`src/rtl/lpm_pkg.sv`:
```
package lpm_pkg;

    typedef enum logic [2:0] {
        M_RUN    = 3'd0,
        M_SLEEP  = 3'd1,
        M_SSTBY  = 3'd2,
        M_SETTLE = 3'd3,
        M_HSTBY  = 3'd4,
        M_RESET  = 3'd5,
        M_HSREC  = 3'd6
    } lpm_state_e;

    typedef struct packed {
        logic cpu_halt;
        logic clk_en;
        logic io_hold;
        logic io_hiz;
        logic clkout_high;
        logic clkout_hiz;
        logic ram_hold;
        logic refresh_halt;
        logic refresh_rst;
        logic regs_lost;
    } lpm_ctl_t;

    function automatic logic in_soft_standby(lpm_state_e s);
        return (s == M_SSTBY) || (s == M_SETTLE);
    endfunction

    function automatic logic in_any_reset(lpm_state_e s);
        return (s == M_RESET) || (s == M_HSREC);
    endfunction

endpackage

```
`src/rtl/lpm_wake.sv`:
```
module lpm_wake #(
    parameter int NIRQ = 3
) (
    input  logic            nmi,
    input  logic [NIRQ-1:0] irq,
    input  logic            irq_pend,
    output logic            wake_any,
    output logic            wake_soft
);
    // Software standby only accepts the non-maskable and external lines.
    assign wake_soft = nmi | (|irq);
    assign wake_any  = wake_soft | irq_pend;
endmodule

```
`src/rtl/lpm_settle.sv`:
```
module lpm_settle #(
    parameter int CW = 8
) (
    input  logic          clk,
    input  logic          rst,
    input  logic          active,
    input  logic [CW-1:0] cycles,
    output logic          done
);
    logic [CW-1:0] cnt;
    logic [CW:0]   elapsed;

    assign elapsed = {1'b0, cnt} + 1'b1;
    assign done    = active && (elapsed >= {1'b0, cycles});

    always_ff @(posedge clk) begin
        if (rst || !active) cnt <= '0;
        else if (!done)     cnt <= cnt + 1'b1;
    end


    settle_bound_chk: assert property (@(posedge clk) disable iff (rst)
        (active && cycles != '0) |-> (cnt < cycles));
endmodule

```
`src/rtl/lpm_outmap.sv`:
```
module lpm_outmap
    import lpm_pkg::*;
#(
    parameter int NMOD = 8
) (
    input  lpm_state_e      state,
    input  logic [NMOD-1:0] mstb,
    input  logic            clkout_en,
    output lpm_ctl_t        ctl,
    output logic [NMOD-1:0] mod_halt,
    output logic [NMOD-1:0] mod_rst
);
    logic force_all;

    always_comb begin
        ctl       = '0;
        force_all = 1'b0;
        case (state)
            M_RUN: ;
            M_SLEEP: ctl.cpu_halt = 1'b1;
            M_SSTBY, M_SETTLE: begin
                ctl.cpu_halt     = 1'b1;
                ctl.io_hold      = 1'b1;
                ctl.clkout_high  = clkout_en;
                ctl.ram_hold     = 1'b1;
                ctl.refresh_halt = 1'b1;
                force_all        = 1'b1;
            end
            M_HSTBY: begin
                ctl.cpu_halt     = 1'b1;
                ctl.io_hiz       = 1'b1;
                ctl.clkout_hiz   = clkout_en;
                ctl.ram_hold     = 1'b1;
                ctl.refresh_halt = 1'b1;
                ctl.refresh_rst  = 1'b1;
                ctl.regs_lost    = 1'b1;
                force_all        = 1'b1;
            end
            default: begin
                ctl.cpu_halt    = 1'b1;
                ctl.refresh_rst = 1'b1;
                force_all       = 1'b1;
            end
        endcase
        ctl.clk_en = !(in_soft_standby(state) || state == M_HSTBY);
    end

    for (genvar i = 0; i < NMOD; i++) begin : g_mod
        assign mod_halt[i] = force_all | mstb[i];
        assign mod_rst[i]  = force_all | mstb[i];
    end
endmodule

```
`src/rtl/lpm_ctrl.sv`:
```
module lpm_ctrl
    import lpm_pkg::*;
#(
    parameter int NMOD = 8,
    parameter int NIRQ = 3,
    parameter int CW   = 8
) (
    input  logic            clk,
    input  logic            rst,
    input  logic            stby_n,
    input  logic            sleep_req,
    input  logic            ssby_sel,
    input  logic            nmi,
    input  logic [NIRQ-1:0] irq,
    input  logic            irq_pend,
    input  logic [NMOD-1:0] mstb,
    input  logic            ram_en,
    input  logic            clkout_en,
    input  logic [CW-1:0]   settle_cycles,
    output logic [2:0]      mode,
    output logic            cpu_halt,
    output logic            clk_en,
    output logic [NMOD-1:0] mod_halt,
    output logic [NMOD-1:0] mod_rst,
    output logic            io_hold,
    output logic            io_hiz,
    output logic            clkout_high,
    output logic            clkout_hiz,
    output logic            ram_hold,
    output logic            ram_valid,
    output logic            refresh_halt,
    output logic            refresh_clr,
    output logic            refresh_rst,
    output logic            cpu_regs_lost,
    output logic            wake_irq
);
    lpm_state_e state, prev, nxt;
    lpm_ctl_t   ctl;
    logic       wake_any, wake_soft, settle_done;

    lpm_wake #(.NIRQ(NIRQ)) u_wake (
        .nmi(nmi), .irq(irq), .irq_pend(irq_pend),
        .wake_any(wake_any), .wake_soft(wake_soft)
    );

    lpm_settle #(.CW(CW)) u_settle (
        .clk(clk), .rst(rst), .active(state == M_SETTLE),
        .cycles(settle_cycles), .done(settle_done)
    );

    lpm_outmap #(.NMOD(NMOD)) u_map (
        .state(state), .mstb(mstb), .clkout_en(clkout_en),
        .ctl(ctl), .mod_halt(mod_halt), .mod_rst(mod_rst)
    );

    // Priority: standby pin, then leaving hardware standby, then reset.
    always_comb begin
        nxt = state;
        if (!stby_n)                          nxt = M_HSTBY;
        else if (state == M_HSTBY)            nxt = M_HSREC;
        else if (rst && state == M_HSREC)     nxt = M_HSREC;
        else if (rst)                         nxt = M_RESET;
        else begin
            case (state)
                M_RESET, M_HSREC: nxt = M_RUN;
                M_RUN:    if (sleep_req)   nxt = ssby_sel ? M_SSTBY : M_SLEEP;
                M_SLEEP:  if (wake_any)    nxt = M_RUN;
                M_SSTBY:  if (wake_soft)   nxt = M_SETTLE;
                M_SETTLE: if (settle_done) nxt = M_RUN;
                default:                   nxt = M_RESET;
            endcase
        end
    end

    always_ff @(posedge clk) begin
        state <= nxt;
        prev  <= state;
    end

    always_ff @(posedge clk) begin
        if (!stby_n && state != M_HSTBY)
            ram_valid <= !ram_en;
        else if (rst && state != M_HSTBY && state != M_HSREC)
            ram_valid <= 1'b0;
    end

    assign mode          = state;
    assign cpu_halt      = ctl.cpu_halt;
    assign clk_en        = ctl.clk_en;
    assign io_hold       = ctl.io_hold;
    assign io_hiz        = ctl.io_hiz;
    assign clkout_high   = ctl.clkout_high;
    assign clkout_hiz    = ctl.clkout_hiz;
    assign ram_hold      = ctl.ram_hold;
    assign refresh_halt  = ctl.refresh_halt;
    assign refresh_rst   = ctl.refresh_rst;
    assign cpu_regs_lost = ctl.regs_lost;
    assign refresh_clr   = (state == M_SSTBY) && (prev != M_SSTBY);
    assign wake_irq      = (state == M_RUN) && (prev == M_SLEEP || prev == M_SETTLE);


    hs_entry_chk: assert property (@(posedge clk) disable iff (rst)
        !stby_n |=> (state == M_HSTBY));

    hs_exit_chk: assert property (@(posedge clk) disable iff (rst)
        (state == M_HSTBY && stby_n) |=> (state == M_HSREC));

    ss_ignore_chk: assert property (@(posedge clk) disable iff (rst)
        (state == M_SSTBY && stby_n && !nmi && irq == '0) |=> (state == M_SSTBY));

    ss_clock_chk: assert property (@(posedge clk) disable iff (rst)
        in_soft_standby(state) |-> (!clk_en && io_hold && mod_rst == '1));

    io_mutex_chk: assert property (@(posedge clk) disable iff (rst)
        !(io_hold && io_hiz) && !(clkout_high && clkout_hiz));

    wake_pulse_chk: assert property (@(posedge clk) disable iff (rst)
        wake_irq |=> !wake_irq);

    mstb_follow_chk: assert property (@(posedge clk) disable iff (rst)
        (state == M_RUN || state == M_SLEEP) |-> (mod_halt == mstb && mod_rst == mstb));
endmodule

```
`config.mk`:
```
export PLATFORM = sky130hd
export DESIGN_NAME = lpm_ctrl
export DESIGN_NICKNAME = d
export VERILOG_FILES = /design/src/rtl/lpm_pkg.sv /design/src/rtl/lpm_wake.sv /design/src/rtl/lpm_settle.sv /design/src/rtl/lpm_outmap.sv /design/src/rtl/lpm_ctrl.sv
export SDC_FILE = /design/constraint.sdc
export NUM_CORES = 1
export LEC_CHECK = 0
export CAP_MARGIN = 30
export CORE_MARGIN = 8
export CORE_UTILIZATION = 60
export DETAILED_ROUTE_END_ITERATION = 16
export DONT_BUFFER_PORTS = 1
export GPL_TIMING_DRIVEN = 0
export PLACE_DENSITY = 0.76
export SETUP_SLACK_MARGIN = 0.4
export SYNTH_ARGS = -nofsm -noshare
export SYNTH_HDL_FRONTEND = slang
export SYNTH_SLANG_ARGS = --single-unit
export TNS_END_PERCENT = 30
```
`constraint.sdc`:
```
create_clock -name clk -period 4.5 [get_ports clk]
set_input_delay 0.45 -clock clk [delete_from_list [all_inputs] [get_ports clk]]
set_output_delay 0.45 -clock clk [all_outputs]
set_load 0.02 [all_outputs]
```
[Word level (Yosys, flattened, before mapping)]
Cells that the tools add are included.
Word-level totals
  memories: 0
  register bits after elaboration: 15
  memory bits (writable): 0
  output and inout bits: 32
  memory bits (read-only): 0
  bits in latches: 0
Cells by class
  reduce and logical (&&, ||, !) cells: 28
  $lt $le $gt $ge: 1
  bitwise gates (word level): 11
  equal/unequal tests: 23
  div/mod/pow operators: 0
  add/subtract/negate cells: 2
  shift-type cells: 0
  multiplexer cells: 19
  multiply operators: 0
Operators by type and width (number)
  3-bit != test, second input constant: 5
  5-bit != test, second input constant: 3
  3-bit case mux with 5 select lines: 1
  3-bit two-way mux: 4
  4-bit AND reduction: 3
  2-bit two-way mux: 5
  1-bit OR: 10
  8-bit by 1-bit adder with 9-bit output, second input constant: 1
  3-bit by 2-bit == test with 1-bit output, second input constant: 3
  3-bit == test, second input constant: 3
  9-bit by 8-bit greater-or-equal comparator with 1-bit output: 1
  1-bit two-way mux: 9
  3-bit OR reduction: 3
  8-bit by 1-bit adder with 8-bit output, second input constant: 1
  4-bit OR reduction: 2
  1-bit logical AND: 7
  3-bit by 1-bit == test with 1-bit output, second input constant: 2
  2-bit != test, second input constant: 3
  3-bit by 2-bit != test with 1-bit output, second input constant: 2
  2-bit OR reduction: 3
  5-bit by 4-bit != test with 1-bit output, second input constant: 1
  1-bit zero test: 4
  1-bit logical OR: 4
  3-bit zero test: 1
  3 further kinds: 3

[Longest topological paths before layout]
  depth in word-level cells: 8
  depth in mapped cells: 12
  depth with buffers taken out: 10

[Modules after synthesis]
From an unflattened synthesis, not the netlist that was laid out.
Unflattened totals
  cells, all modules: 156
  area total of the unflattened synthesis: 1276.2 um2
By module, submodules not included
  lpm_settle: area each 680.7 um2, cells an instance 82, times used 1
  lpm_ctrl: area each 375.4 um2, cells an instance 44, times used 1
  lpm_outmap: area each 202.7 um2, cells an instance 28, times used 1
  lpm_wake: area each 17.5 um2, cells an instance 2, times used 1

[Worst setup path before layout]
OpenSTA, ideal clock, no wires.
  path type: reg2reg
  start: reg u_settle.cnt[0]
  end: reg u_settle.cnt[0]
  clock period less this slack: 2.569 ns
  required time: 4.430 ns
  cell stages (with the launch flop): 13
  setup time: 0.070 ns
  slack: 1.931 ns
  arrival: 2.500 ns
  cell sequence: dfxtp_1 > ha_1 > and3_1 > buf_2 > nand3_1 > xnor2_1 > ha_1 > and3_1 > and3_1 > and2_1 > clkbuf_4 > or3_1 > a21oi_1
Between the ends
  cells in the longest elaborated chain, start to end: 3
  elaborated cells between the ends (all ways): 4
  those cells by class: add/sub: 2; order compare: 1; reduce/logical: 1
Ends and longest elaborated chain
  start, declared: line lpm_settle.sv:10  | logic [CW-1:0] cnt;
  start signal, assigned: line lpm_settle.sv:18  | else if (!done) cnt <= cnt + 1'b1;
  8-bit by 1-bit adder with 9-bit output: line lpm_settle.sv:13  | assign elapsed = {1'b0, cnt} + 1'b1;
  via u_settle.elapsed[6]: line lpm_settle.sv:11  | logic [CW:0] elapsed;
  9-bit by 8-bit greater-or-equal comparator with 1-bit output: line lpm_settle.sv:14  | assign done = active && (elapsed >= {1'b0, cycles});
  1-bit logical AND: line lpm_settle.sv:14
The timed path passes the listed nets, and every way through them passes these cells.
A chain may end at the register's enable or synchronous reset.

[Worst setup path in the final report]
Same ends and word-level chain as after synthesis.

==> flow_results.org <==
** Outcome
- The flow ran to the end, and the final reports show no timing, DRC or antenna violations.

** Placement
- Post-placement cell area :: 1240 um^2
- Post-detailed-placement half-perimeter wirelength :: 2310 um
- The count of buffers added on input and output ports is 0.
- Routability-driven placement finished with a final weighted congestion of 0.847.

** Drt
- Summing over every cut layer, the via total after detailed routing is 1111.
- Drt total wl :: 2820 um
- DRT antenna net count :: 0
- Ratio of routed vias to standard cells :: 6.01
- After detailed routing, the number of remaining DRC violations is 0.
- Avg WL per Cell :: 15.3 um
- The first routing iteration left 21 violations.
- First-pass iteration count of the detailed router :: 4

** STA
- Minimum clock period after layout :: 2.87 ns
- Worst slew slack as a fraction of its limit :: 48.5%
- Final setup fails :: 0
- Final number of hold-violating endpoints :: 0
- Post-Route Setup TNS :: 0 ns
- The number of slew-limit violations in the final report was 0.
- Hold WS :: 0.350 ns
- Derived from the worst setup path, the maximum achievable clock frequency is 349 MHz.
- Final worst-path cycle share :: 63.7%
- The clock arrives with 0.0103 ns of skew.
- RSZ-0062 raised after global routing :: false
- At the pin with the least slew margin, the transition time is 0.768 ns.

** Critical path
- Kind of end point of the critical path :: flop
- For the worst setup path, the data arrival time is 3.08 ns.
- Critical path launch point type :: flop
- Stage delay of the slowest cell on the critical path :: 0.42 ns
- Worst path slowest cell :: sky130_fd_sc_hd__dfxtp_1
- The critical path goes through ha_1 -> and3_1 -> buf_2 -> nand3_1 -> xnor2_1 -> ha_1 -> and3_1 -> and3_1 -> and2_1 -> clkbuf_4 -> or3_1 -> a21oi_1.
- The worst setup path is of the reg -> reg kind.
- Top cell by count, worst path :: sky130_fd_sc_hd__and3_1
- In this run the worst path has a maximum fanout of 10.
- Required time of the critical path :: 4.71 ns

** CTS
- TritonCTS created 3 clock buffers.
- The number of gates resized after CTS was 0.
- Clock latency on the worst-skew pair, taken at its later pin, is 0.28 ns.
- For this design, the CTS-stage hold fixing added 0 buffers.
- TritonCTS built the clock tree.
- Master cell of the clock root buffer :: sky130_fd_sc_hd__clkbuf_4
- Buffers added to address setup during post-CTS repair amount to 0.
- The clock passes through at most 2 buffers.
- In this run the number of H-tree levels came out at 1.
- Clock-pin slew was measured on the worst setup and hold paths at 0.10 ns.
- Num Clock Sinks :: 15

** Synth
- Area share of the leading cell type in the synthesized netlist :: 23.1%
- For this run, the register share of the synthesized area comes to 25.6%.
- In the synthesized netlist, the number of instances is 154.
- A synthesized cell averages 7.86 um^2.
- Top cells by area, synth :: sky130_fd_sc_hd__dfxtp_1 (23%), sky130_fd_sc_hd__ha_1 (9.3%), sky130_fd_sc_hd__buf_4 (6.2%), sky130_fd_sc_hd__or3_1 (5.7%), sky130_fd_sc_hd__a21oi_1 (4.1%)
- Post-Syn Nets :: 191
- Count of yosys warnings during synthesis :: 0
- The mapped netlist covers 1210 um^2.
- In this run, synthesis produced a sequential element count of 15.
- Netlist cell types :: 37
- Area leader, netlist :: sky130_fd_sc_hd__dfxtp_1

** Hold path
- The path class of the tightest hold or removal check is in -> reg.

** Power
- Dividing total power by cell area gives a power density of 238 nW/um^2.
- Per report_power, the clock group accounts for 25.1% of the total.
- IR analysis of the VDD net gives a maximum drop of 0.186 mV.
- Cell-internal power :: 198 uW
- Final Total Pwr :: 303 uW
- The share of total power dissipated in combinational logic is 24.9%.
- The analysis attributes to cell leakage a power of 0.561 nW.
- Of the total power, the share spent switching nets is 34.8%.
- Sw power :: 105 uW
- Sequential cell fraction of total power :: 49.9%

** Global routing
- For this run, global-route usage on met2 was measured as 29.0%.
- Entering global routing, the biggest net connects 11 pins.
- Grt met1 use :: 17.8%
- Global routing used 4.66% of the available met3 tracks.
- Number of global-route vias before repair :: 1122
- Routing layer with the top usage in global route :: met2
- Global route overflow :: 0
- First-pass GRT wire length :: 4770 um
- Number of antenna violations at the first check in global routing :: 0
- Across every metal layer, demand over resource in global routing totals 16.0%.

** Die
- Vertical die dimension :: 60.9 um
- The core region is 1940 um^2.
- IO Count :: 60
- Die outline area :: 3710 um^2
- Effective utilization at floorplan :: 62.4%
- Horizontal die dimension :: 60.9 um
- The floorplan has 16 rows.

** Finish
- The repair_antennas step left the layout with diodes totalling 0.
- Final Core Density :: 65.5%
- In the final layout, the share of cells above drive strength 1 is 14.6%.
- Area Growth Syn to Fin :: 5.06%
- The finished cells cover 1270 um^2.
- At the end of the flow, the number of nets in the layout was 196.

** Run
- Maximum Capacitance Violations :: 0
[logic make-up (layout without fill, tap and decap cells)]
family / count (synthesis) / count (layout) / share of synthesized area, %
buffers and inverters: 31 / 35 / 14.4
flip-flops: 15 / 15 / 25.6
AND/OR/NAND/NOR: 57 / 57 / 26.2
XOR/XNOR: 7 / 7 / 5.06
AO/OA/AOI/OAI: 35 / 35 / 19.4
adder cells (fa/ha/maj): 9 / 9 / 9.30
[power by group through the flow]
stage	Combinational (mW)	Sequential (mW)	Clock (mW)
finish	0.0756	0.151	0.0761
global placement	0.0743	0.154	0
CTS	0.0764	0.151	0.0774
floorplan	0.0669	0.152	0
detailed placement	0.0760	0.154	0
global route	0.0827	0.152	0.0849
[sequential cells by signal, summed over array words and instances, names as in the netlist]
register	flops
prev	3
u_settle.cnt	8
ram_valid	1
mode	3
[per-stage QoR]
step	instances	setup slack (ns)
2_1_floorplan	154	1.93
3_3_place_gp	181	1.70
3_5_place_dp	181	1.66
4_1_cts	185	1.63
5_1_grt	185	1.34
6_report	185	1.63
[critical path, delay by kind of cell, from the launching register on]
family | cells | cell delay (ns)
xor gates and xnor gates | 1 | 0.17
adders and majority gates | 2 | 0.54
AOI/OAI and AO/OA | 1 | 0.14
buffers and inverters | 2 | 0.35
DFF | 1 | 0.42
and+or+nand+nor | 6 | 1.20
[synth_stat cells, drive strengths merged]
cell type and number:
o31ai 5, or3 11, ha 9, clkbuf 7
or4 4, a211oi 1, a41o 1, a21o 2
nor3b 1, edfxtp 1, o21ai 5, inv 11
and2 3, nor2 6, a31oi 2, a31o 3
o21bai 1, nand2 10, xnor2 5, a21oi 10
nor3 3, a2111oi 1, xor2 2, nor2b 2
or2 1, and3 7, o32ai 2, nor4 1
nand2b 1, dfxtp 14, buf 13, a2bb2oi 2
nand3 7
[layout by cell type, fill, tap and decap left out, types with 3 or more instances in the layout]
master,instances
sky130_fd_sc_hd__clkbuf_1,6
sky130_fd_sc_hd__dfxtp_1,14
sky130_fd_sc_hd__buf_4,10
sky130_fd_sc_hd__ha_1,9
sky130_fd_sc_hd__clkbuf_4,4
sky130_fd_sc_hd__nand3_1,6
sky130_fd_sc_hd__and3_1,7
sky130_fd_sc_hd__xnor2_1,5
sky130_fd_sc_hd__or3_1,11
sky130_fd_sc_hd__nor2_1,6
sky130_fd_sc_hd__o21ai_0,5
sky130_fd_sc_hd__a21oi_1,10
sky130_fd_sc_hd__nor3_1,3
sky130_fd_sc_hd__nand2_1,10
sky130_fd_sc_hd__and2_1,3
sky130_fd_sc_hd__or4_1,4
sky130_fd_sc_hd__o31ai_1,5
sky130_fd_sc_hd__a31o_2,3
sky130_fd_sc_hd__inv_1,11
[layer usage]
layer	wire length (um)	vias to the layer above
met4	0	0
met1	1240	514
met5	0	-
met3	213	0
li1	-	553
met2	1370	44
[final timing paths]
check | from | to | slack (ns) | cells after the start
min reg2reg | mode[2]$_SDFFE_PP1P_ | prev[2]$_DFF_P_ | 0.48 | 0
max | u_settle.cnt[0]$_SDFFE_PP0N_ | u_settle.cnt[0]$_SDFFE_PP0N_ | 1.63 | 12
max reg2reg | u_settle.cnt[0]$_SDFFE_PP0N_ | u_settle.cnt[0]$_SDFFE_PP0N_ | 1.63 | 12
min | ram_en | ram_valid$_SDFFCE_PN0P_ | 0.35 | 1
[cell type report]
class | count | area, um^2
Multi-Input combinational cell | 108 | 727
Fill cell | 191 | 669
Sequential cell | 15 | 310
Buffer | 20 | 133
Inverter | 11 | 41.3
Tap cell | 27 | 33.8
Clock buffer | 3 | 22.5
Clock inverter | 1 | 5.00
Power figures use the tool's default switching activity.
